### config.mk
export PLATFORM = sky130hd
export DESIGN_NAME = i2c_reg_bridge
export DESIGN_NICKNAME = d
export VERILOG_FILES = /design/src/rtl/i2c_bridge_pkg.sv /design/src/rtl/i2c_bridge_dp.sv /design/src/rtl/i2c_bridge_ctl.sv /design/src/rtl/i2c_reg_bridge.sv
export SDC_FILE = /design/constraint.sdc
export NUM_CORES = 1
export LEC_CHECK = 0
export BUFFER_PORTS_ARGS = -buffer_cell sky130_fd_sc_hd__buf_2
export CAP_MARGIN = 20
export CORE_MARGIN = 10
export CORE_UTILIZATION = 42
export DETAILED_ROUTE_END_ITERATION = 10
export HOLD_SLACK_MARGIN = 0.08
export PLACE_DENSITY = 0.59
export SYNTH_ARGS = -nofsm -noshare
export SYNTH_HDL_FRONTEND = slang
export SYNTH_HIERARCHICAL = 1
export SYNTH_SLANG_ARGS = --single-unit
export TNS_END_PERCENT = 50
### constraint.sdc
create_clock -name clk -period 3.48 [get_ports clk]
set_input_delay 0.522 -clock clk [delete_from_list [all_inputs] [get_ports clk]]
set_output_delay 0.522 -clock clk [all_outputs]
set_load 0.02 [all_outputs]
### src/rtl/i2c_bridge_pkg.sv
package i2c_bridge_pkg;

  typedef struct packed {
    logic shiftRx;
    logic loadHi;
    logic loadLo;
    logic wrStb;
    logic rdStb;
    logic shiftTx;
  } ctlStb_t;

  typedef enum logic [2:0] {
    ST_IDLE,
    ST_DEV,
    ST_AHI,
    ST_ALO,
    ST_WDAT,
    ST_ACK,
    ST_TX,
    ST_HACK
  } busState_t;

endpackage

### src/rtl/i2c_bridge_dp.sv
module i2c_bridge_dp
  import i2c_bridge_pkg::*;
#(
  parameter int DATA_W = 8
) (
  input  logic                  clk,
  input  logic                  rstN,
  input  logic                  sclIn,
  input  logic                  sdaIn,
  input  ctlStb_t               stb,
  output logic                  sclLvl,
  output logic                  sdaLvl,
  output logic                  sclRise,
  output logic                  sclFall,
  output logic                  startEv,
  output logic                  stopEv,
  output logic [DATA_W-1:0]     rxByte,
  output logic [1:0]            txTop,
  output logic [2*DATA_W-1:0]   regAddr,
  output logic [DATA_W-1:0]     regWdata,
  output logic                  regWr,
  output logic                  regRd,
  input  logic [DATA_W-1:0]     regRdata
);
  localparam int ADDR_W = 2 * DATA_W;

  logic [1:0]        sclSync, sdaSync;
  logic              sclPrev, sdaPrev;
  logic [DATA_W-1:0] rxSh, txSh;
  logic [ADDR_W-1:0] addrCnt;
  logic              rdPend;

  assign sclLvl  = sclSync[1];
  assign sdaLvl  = sdaSync[1];
  assign sclRise = sclLvl & ~sclPrev;
  assign sclFall = ~sclLvl & sclPrev;
  assign startEv = sclLvl & sclPrev & sdaPrev & ~sdaLvl;
  assign stopEv  = sclLvl & sclPrev & ~sdaPrev & sdaLvl;
  assign rxByte  = rxSh;
  assign txTop   = txSh[DATA_W-1 -: 2];

  always_ff @(posedge clk or negedge rstN) begin
    if (!rstN) begin
      sclSync <= 2'b11;
      sdaSync <= 2'b11;
      sclPrev <= 1'b1;
      sdaPrev <= 1'b1;
    end else begin
      sclSync <= {sclSync[0], sclIn};
      sdaSync <= {sdaSync[0], sdaIn};
      sclPrev <= sclLvl;
      sdaPrev <= sdaLvl;
    end
  end

  always_ff @(posedge clk or negedge rstN) begin
    if (!rstN) begin
      rxSh     <= '0;
      txSh     <= '0;
      addrCnt  <= '0;
      regAddr  <= '0;
      regWdata <= '0;
      regWr    <= 1'b0;
      regRd    <= 1'b0;
      rdPend   <= 1'b0;
    end else begin
      regWr  <= stb.wrStb;
      regRd  <= stb.rdStb;
      rdPend <= regRd;
      if (stb.shiftRx) rxSh <= {rxSh[DATA_W-2:0], sdaLvl};
      if (stb.loadHi) addrCnt[ADDR_W-1 -: DATA_W] <= rxSh;
      if (stb.loadLo) addrCnt[DATA_W-1:0] <= rxSh;
      if (stb.wrStb || stb.rdStb) begin
        regAddr <= addrCnt;
        addrCnt <= addrCnt + ADDR_W'(1);
      end
      if (stb.wrStb) regWdata <= rxSh;
      if (rdPend) txSh <= regRdata;
      else if (stb.shiftTx) txSh <= {txSh[DATA_W-2:0], 1'b0};
    end
  end

  AST_STROBE_EXCL: assert property (@(posedge clk) disable iff (!rstN)
    !(regWr && regRd));
  AST_WR_SINGLE: assert property (@(posedge clk) disable iff (!rstN)
    regWr |=> !regWr);
  AST_RD_SINGLE: assert property (@(posedge clk) disable iff (!rstN)
    regRd |=> !regRd);
endmodule

### src/rtl/i2c_bridge_ctl.sv
module i2c_bridge_ctl
  import i2c_bridge_pkg::*;
#(
  parameter int DATA_W   = 8,
  parameter int DEV_HI_W = 4,
  parameter logic [DEV_HI_W-1:0] DEV_HI = 4'b1010
) (
  input  logic                         clk,
  input  logic                         rstN,
  input  logic                         sclLvl,
  input  logic                         sdaLvl,
  input  logic                         sclRise,
  input  logic                         sclFall,
  input  logic                         startEv,
  input  logic                         stopEv,
  input  logic [DATA_W-1:0]            rxByte,
  input  logic [1:0]                   txTop,
  input  logic [DATA_W-2-DEV_HI_W:0]   strap,
  output ctlStb_t                      stb,
  output logic                         sdaOe
);
  localparam int BIT_W = $clog2(DATA_W + 1);

  busState_t         state, stateN, nextSt, nextN;
  logic [BIT_W-1:0]  bitCnt, bitN;
  logic              oeN, hostAcked, ackdN;

  always_comb begin
    stateN = state;
    nextN  = nextSt;
    bitN   = bitCnt;
    oeN    = sdaOe;
    ackdN  = hostAcked;
    stb    = '0;
    if (stopEv) begin
      stateN = ST_IDLE;
      oeN    = 1'b0;
    end else if (startEv) begin
      stateN = ST_DEV;
      bitN   = '0;
      oeN    = 1'b0;
    end else begin
      case (state)
        ST_DEV, ST_AHI, ST_ALO, ST_WDAT: begin
          if (sclRise && bitCnt != BIT_W'(DATA_W)) begin
            stb.shiftRx = 1'b1;
            bitN = bitCnt + BIT_W'(1);
          end else if (sclFall && bitCnt == BIT_W'(DATA_W)) begin
            oeN    = 1'b1;
            stateN = ST_ACK;
            case (state)
              ST_DEV: begin
                if (rxByte[DATA_W-1:1] == {DEV_HI, strap}) begin
                  if (rxByte[0]) begin
                    stb.rdStb = 1'b1;
                    nextN = ST_TX;
                  end else begin
                    nextN = ST_AHI;
                  end
                end else begin
                  oeN    = 1'b0;
                  stateN = ST_IDLE;
                end
              end
              ST_AHI: begin
                stb.loadHi = 1'b1;
                nextN = ST_ALO;
              end
              ST_ALO: begin
                stb.loadLo = 1'b1;
                nextN = ST_WDAT;
              end
              default: begin
                stb.wrStb = 1'b1;
                nextN = ST_WDAT;
              end
            endcase
          end
        end
        ST_ACK: begin
          if (sclFall) begin
            bitN   = '0;
            stateN = nextSt;
            oeN    = (nextSt == ST_TX) ? ~txTop[1] : 1'b0;
          end
        end
        ST_TX: begin
          if (sclFall) begin
            if (bitCnt == BIT_W'(DATA_W - 1)) begin
              oeN    = 1'b0;
              ackdN  = 1'b0;
              stateN = ST_HACK;
            end else begin
              stb.shiftTx = 1'b1;
              oeN  = ~txTop[0];
              bitN = bitCnt + BIT_W'(1);
            end
          end
        end
        ST_HACK: begin
          if (sclRise) begin
            if (!sdaLvl) begin
              ackdN     = 1'b1;
              stb.rdStb = 1'b1;
            end else begin
              stateN = ST_IDLE;
            end
          end else if (sclFall && hostAcked) begin
            oeN    = ~txTop[1];
            bitN   = '0;
            stateN = ST_TX;
          end
        end
        default: ;
      endcase
    end
  end

  always_ff @(posedge clk or negedge rstN) begin
    if (!rstN) begin
      state     <= ST_IDLE;
      nextSt    <= ST_IDLE;
      bitCnt    <= '0;
      sdaOe     <= 1'b0;
      hostAcked <= 1'b0;
    end else begin
      state     <= stateN;
      nextSt    <= nextN;
      bitCnt    <= bitN;
      sdaOe     <= oeN;
      hostAcked <= ackdN;
    end
  end

  AST_IDLE_RELEASED: assert property (@(posedge clk) disable iff (!rstN)
    (state == ST_IDLE) |-> !sdaOe);
  AST_OE_SCL_LOW: assert property (@(posedge clk) disable iff (!rstN)
    (sdaOe != $past(sdaOe)) |-> !sclLvl);
  AST_HACK_RELEASED: assert property (@(posedge clk) disable iff (!rstN)
    (state == ST_HACK) |-> !sdaOe);
endmodule

### src/rtl/i2c_reg_bridge.sv
module i2c_reg_bridge
  import i2c_bridge_pkg::*;
#(
  parameter int DATA_W   = 8,
  parameter int DEV_HI_W = 4,
  parameter logic [DEV_HI_W-1:0] DEV_HI = 4'b1010
) (
  input  logic                         clk,
  input  logic                         rstN,
  input  logic                         sclIn,
  input  logic                         sdaIn,
  input  logic [DATA_W-2-DEV_HI_W:0]   strap,
  output logic                         sdaOe,
  output logic [2*DATA_W-1:0]          regAddr,
  output logic [DATA_W-1:0]            regWdata,
  output logic                         regWr,
  output logic                         regRd,
  input  logic [DATA_W-1:0]            regRdata
);
  ctlStb_t           stb;
  logic              sclLvl, sdaLvl, sclRise, sclFall, startEv, stopEv;
  logic [DATA_W-1:0] rxByte;
  logic [1:0]        txTop;

  i2c_bridge_dp #(.DATA_W(DATA_W)) dp_i (
    .clk(clk), .rstN(rstN), .sclIn(sclIn), .sdaIn(sdaIn), .stb(stb),
    .sclLvl(sclLvl), .sdaLvl(sdaLvl), .sclRise(sclRise), .sclFall(sclFall),
    .startEv(startEv), .stopEv(stopEv), .rxByte(rxByte), .txTop(txTop),
    .regAddr(regAddr), .regWdata(regWdata), .regWr(regWr), .regRd(regRd),
    .regRdata(regRdata)
  );

  i2c_bridge_ctl #(.DATA_W(DATA_W), .DEV_HI_W(DEV_HI_W), .DEV_HI(DEV_HI)) ctl_i (
    .clk(clk), .rstN(rstN), .sclLvl(sclLvl), .sdaLvl(sdaLvl),
    .sclRise(sclRise), .sclFall(sclFall), .startEv(startEv), .stopEv(stopEv),
    .rxByte(rxByte), .txTop(txTop), .strap(strap), .stb(stb), .sdaOe(sdaOe)
  );
endmodule

# ---- Word-level counts from Yosys, hierarchy flattened
# Cells that the tools add are included.
dict set report word_totals {
  reg_bits 77
  latchBits 0
  ramBits 0
  mem_bits_ro 0
  inputBits 15
  output_inout_bits 27
  wordCells 150
  mem_count 0
}
dict set report classes {
  add_sub_neg 2
  n_mul 0
  n_div 0
  order_cmp 0
  eq_ne 32
  shift 0
  n_mux 65
  bitwise_logic 16
  n_reduce_logical 17
}
# cell n
set op_table {}
lappend op_table {{3-bit two-way mux} 14}
lappend op_table {{4-bit two-way mux} 10}
lappend op_table {{8-bit two-way mux} 4}
lappend op_table {{1-bit two-way mux} 28}
lappend op_table {{4-bit by 1-bit != test with 1-bit output (second input constant)} 5}
lappend op_table {{16-bit by 1-bit adder with 16-bit output (second input constant)} 1}
lappend op_table {{16-bit two-way mux} 1}
lappend op_table {{4-bit one-hot mux with 4 select lines} 1}
lappend op_table {{8-bit AND reduction} 2}
lappend op_table {{3-bit == test (second input constant)} 5}
lappend op_table {{7-bit AND reduction} 2}
lappend op_table {{6-bit two-way mux} 2}
lappend op_table {{3-bit by 1-bit != test with 1-bit output (second input constant)} 4}
lappend op_table {{3-bit one-hot mux with 4 select lines} 1}
lappend op_table {{1-bit NOT} 9}
lappend op_table {{2-bit by 1-bit != test with 1-bit output (second input constant)} 4}
lappend op_table {{4-bit != test (second input constant)} 2}
lappend op_table {{2-bit nonzero test} 4}
lappend op_table {{1-bit AND} 7}
lappend op_table {{7-bit == test} 1}
lappend op_table {{3-bit by 2-bit == test with 1-bit output (second input constant)} 2}
lappend op_table {{3-bit one-hot mux with 2 select lines} 1}
lappend op_table {{6-bit AND reduction} 1}
lappend op_table {{6-bit nonzero test} 1}
lappend op_table {{other kinds (17)} 20}

# ---- Depth between registers and ports, before layout
dict set report depth {
  depth_word 10
  depth_mapped 13
}

# ---- Modules after synthesis
# Netlist, hierarchy kept.
# module instances cells_per_inst area_each_um2 seq_area_each_um2
set by_module_without_submodules {}
lappend by_module_without_submodules {i2c_bridge_dp 1 258 2783.9 1634.1}
lappend by_module_without_submodules {i2c_bridge_ctl 1 128 1071.0 300.3}

# ---- Worst setup path before layout
# No wires, ideal clock.
dict set report synth_timing {
  kind {register to register}
  start {register dp_i.sclSync[1]}
  end {register dp_i.addrCnt[11]}
  setup_time_ns 0.126
  arrival_time_ns 2.954
  slack_ns 0.400
  path_stages_with_launch 10
  path_buffers 1
  path_cell_list {dfstp_2 -> nor2b_1 -> inv_1 -> or4_1 -> o31a_1 -> a2111oi_1 -> nor2_1 -> and2_2 -> buf_6 -> a221o_1}
}
# element line
set synth_lines {}
lappend synth_lines {{from (decl)} i2c_bridge_dp.sv:27} ;# logic [1:0] sclSync, sdaSync;
lappend synth_lines {{from (signal assigned)} i2c_bridge_dp.sv:49} ;# sclSync <= {sclSync[0], sclIn};
lappend synth_lines {{to (signal, indexed assignment)} i2c_bridge_dp.sv:71} ;# if (stb.loadHi) addrCnt[ADDR_W-1 -: DATA_W] <= rxSh;
lappend synth_lines {{to (signal, indexed assignment)} i2c_bridge_dp.sv:72} ;# if (stb.loadLo) addrCnt[DATA_W-1:0] <= rxSh;
lappend synth_lines {{to (signal assigned)} i2c_bridge_dp.sv:75} ;# addrCnt <= addrCnt + ADDR_W'(1);
lappend synth_lines {{to (decl)} i2c_bridge_dp.sv:30} ;# logic [ADDR_W-1:0] addrCnt;

==> flow_summary_export.csv <==
group,metric,value,unit
run_status,status,"finished, final reports clean",
timing,timing_hold_violations_final,0,
synthesis,synth_edf_count,0,
final_layout,final_common_cell,"nand2_1",
detailed_routing,drt_iter0_markers,236,
power_and_ir_drop,p_seq_frac,0.541,
final_layout,final_layout_size_suffix_gt1_frac,0.2598,
synthesis,synth_flop_cell,"dfrtp_1",
power_and_ir_drop,intPower,1.412,mW
synthesis,syn_area,3855,sq um
detailed_routing,drt-pass1-iter-count,4,
critical_path,r2r_end,"dp_i/addrCnt[12]$_DFFE_PN0P_",
synthesis,synth_area_leaders,"dfrtp_1 46%, nand2_1 8.0%, mux2_2 4.7%",
detailed_routing,via_per_inst,5.586,
power_and_ir_drop,powerDensity,454.2,nW/um^2
critical_path,ff2ff_path_depth,10,
final_layout,num_antenna_cells,0,
hold_path,hp-class,"in -> reg",
timing,slew_violations,0,
final_layout,nets,448,
floorplan,die_y,115.8,um
final_layout,n_fill_cell,824,
clocking,cts_sinks,77,
detailed_routing,antenna_left,0,
clocking,cts_buffers,9,
critical_path,cp_num_buf_inv,2,
timing,finalCriticalPeriod,2.986,ns
floorplan,io_pins,42,
synthesis,ys_types,70,
final_layout,fin_util,0.4932,
job,drv_cap,0,
final_layout,mostFrequentLayoutCells,"82 x nand2_1, 71 x dfrtp_1, 40 x buf_2",
placement,dp_hpwl,6106,um
grt,grt_overflow,0,
clocking,clock_path_buffers,2,
clocking,holdBufCountCts,0,
grt,grt_pass1_vias,2959,
grt,grt_usage,0.1384,
final_layout,area_growth,13.21,%
timing,fin_skew,0.01273,ns
floorplan,die_w,115.8,um
synthesis,yosysTopAreaCell,"dfrtp_1",
clocking,worstSkewPairLatency,0.35,ns
synthesis,avgSynthCellArea,9.987,sq um
synthesis,syn_inst,386,
timing,period_share,0.8579,
critical_path,reg2reg_slack,0.49,ns
critical_path,cp_max_fo,8,
detailed_routing,wl_met3,674,um
floorplan,core,8848,sq um
detailed_routing,vias,3033,
timing,worstMarginPinSlew,0.9418,ns
critical_path,path_delay_family,"compound AO/OA/AOI/OAI gates",
clocking,cts.htree.levels,3,
clocking,post_cts_buffers,0,
timing,setup_tns,0,ns
critical_path,worst_r2r_startpoint,"dp_i/sclSync[1]$_DFF_PN1_",
critical_path,criticalPathCategory,"reg -> reg",
clocking,cts_repair_resize_count,0,
detailed_routing,dr.max_layer_used,"met4",
floorplan,start_util,0.4357,
critical_path,required,3.68,ns
critical_path,end_kind,"flop",
synthesis,yosysWarnings,6,
grt,grt_pass1_wl,14880,um
synthesis,synth_top_area_frac,0.4609,
placement,gp_congestion,0.8623,
critical_path,worstSetupEndpoint,"dp_i/addrCnt[12]$_DFFE_PN0P_",
synthesis,async_reset_ff_frac,1.000,
timing,rsz0062_at_grt,"false",
power_and_ir_drop,netSwitchingPower,0.5708,mW
power_and_ir_drop,clock_power_share,0.339,
critical_path,crit_start,"dp_i/sclSync[1]$_DFF_PN1_",
detailed_routing,wl_per_cell,16.34,um
timing,setup_violations,0,
synthesis,synth_seq_area_share,0.5018,
synthesis,ys_ff_latch,77,
power_and_ir_drop,sw_frac_of_total,0.2879,
detailed_routing,drt_wl_total,8875,um
grt,grt_max_degree,78,
power_and_ir_drop,ir_drop,0.0002115,V
critical_path,arrival,3.19,ns
power_and_ir_drop,pwr-share-comb,0.120,
power_and_ir_drop,power_leakage,2.040,nW
critical_path,slowest_stage,"dfstp_2",
floorplan,fp-row-count,34,
critical_path,crit_cells,10,
critical_path,slowest_delay,0.56,ns
clocking,root_buffer,"clkbuf_8",
critical_path,cp-start-kind,"flop",
clocking,clk_pin_slew_worst_paths,0.08,ns
detailed_routing,met2_length,3797,um
floorplan,dieArea,13410,sq um
grt,antenna_found_initial,0,
timing,relSlewSlack,0.3721,
timing,fmax,334.9,MHz
synthesis,syn_nets,404,
detailed_routing,wl_met1,4256,um
clocking,cts_tree,"yes",
placement,portBuffers,41,
detailed_routing,route.detailed.drc,0,
critical_path,path_cells,"nor2b_1, inv_1, or4_1, o31a_1, a2111oi_1, buf_4, o21a_1, nand3_1, o211ai_1, o311ai_0",
==> final cells by class <==
cell class | instances | area [sq um] | area share
sequential | 77 | 1934 | 0.4432
multi-input combinational | 276 | 1754 | 0.4019
timing repair buffer | 54 | 305.3 | 0.06995
tap | 108 | 135.1 | 0.03096
clock buffer | 11 | 131.4 | 0.03010
clock inverter | 5 | 58.81 | 0.01347
inverter | 12 | 45.04 | 0.01032
==> sequential cells by signal, summed over array words and instances, names as in the netlist, 2 cells and up <==
name,flops
dp_i/sdaSync,2
ctl_i/state,3
dp_i/addrCnt,16
dp_i/regAddr,16
ctl_i/bitCnt,4
dp_i/sclSync,2
ctl_i/nextSt,3
dp_i/rxByte,8
dp_i/regWdata,8
dp_i/txSh,8
==> per-layer routing <==
metal	vias to the layer above	GRT usage
li1	1460	-
met1	1448	0.1845
met2	113	0.2017
met3	12	0.03773
met4	0	0.07089
met5	-	0
==> logic make-up after synthesis <==
logic type      synth area share
fa+ha+maj               0.009738
xor+xnor                 0.01136
compound gates            0.1389
buf+inv                  0.04317
flops                     0.5018
simple gates              0.2162
mux                      0.07887
==> metrics by stage <==
stage	power, mW	hold slack [ns]	std cells	cell area [sq um]	setup WS (ns)
floorplan	1.216	0.2264	386	3855	0.4001
global placement	1.320	0.3464	527	4174	0.6040
detailed placement	1.331	0.3472	527	4174	0.5104
CTS	2.005	0.2410	543	4364	0.4766
global route	2.087	0.2401	543	4364	0.1708
finish	1.982	0.2627	543	4364	0.4945
==> worst reg2reg max path, delay by kind of cell, from the launching register on <==
kind	cells	cell delay (ns)
compound gates	5	1.09
simple gates	3	0.89
flops	1	0.56
buf+inv	2	0.29
==> power groups by stage <==
stage | Combinational [mW] | Sequential, mW | Clock (mW)
3_3_place_gp | 0.232 | 1.09 | 0
2_1_floorplan | 0.174 | 1.04 | 0
4_1_cts | 0.240 | 1.07 | 0.690
5_1_grt | 0.266 | 1.09 | 0.734
6_report | 0.237 | 1.07 | 0.672
3_5_place_dp | 0.239 | 1.09 | 0
==> synthesized netlist by cell type (4+ instances only) <==
| master | count |
|---|---|
| nand2_1 | 82 |
| dfrtp_1 | 71 |
| a21oi_1 | 17 |
| o21ai_0 | 17 |
| mux2_2 | 16 |
| nor2_1 | 16 |
| nand3_1 | 15 |
| inv_1 | 12 |
| mux2i_1 | 9 |
| clkbuf_1 | 8 |
| nor3_1 | 8 |
| buf_2 | 7 |
| dfstp_2 | 6 |
| o211ai_1 | 5 |
| nand4_1 | 4 |
| o22ai_1 | 4 |
| xnor2_1 | 4 |
==> worst min path at each step <==
stage	from	end	slack (ns)	depth (start not counted)
after global placement	dp_i/sdaSync[0]$_DFF_PN1_	dp_i/sdaSync[1]$_DFF_PN1_	0.35	0
after CTS	sdaIn	dp_i/sdaSync[0]$_DFF_PN1_	0.24	1
final	sdaIn	dp_i/sdaSync[0]$_DFF_PN1_	0.26	1
after global routing	sdaIn	dp_i/sdaSync[0]$_DFF_PN1_	0.24	1
after detailed placement	dp_i/sdaSync[0]$_DFF_PN1_	dp_i/sdaSync[1]$_DFF_PN1_	0.35	0
after floorplan	rstN	ctl_i/bitCnt[0]$_DFFE_PN0P_	0.23	0
(Power assumes the default switching activity.)
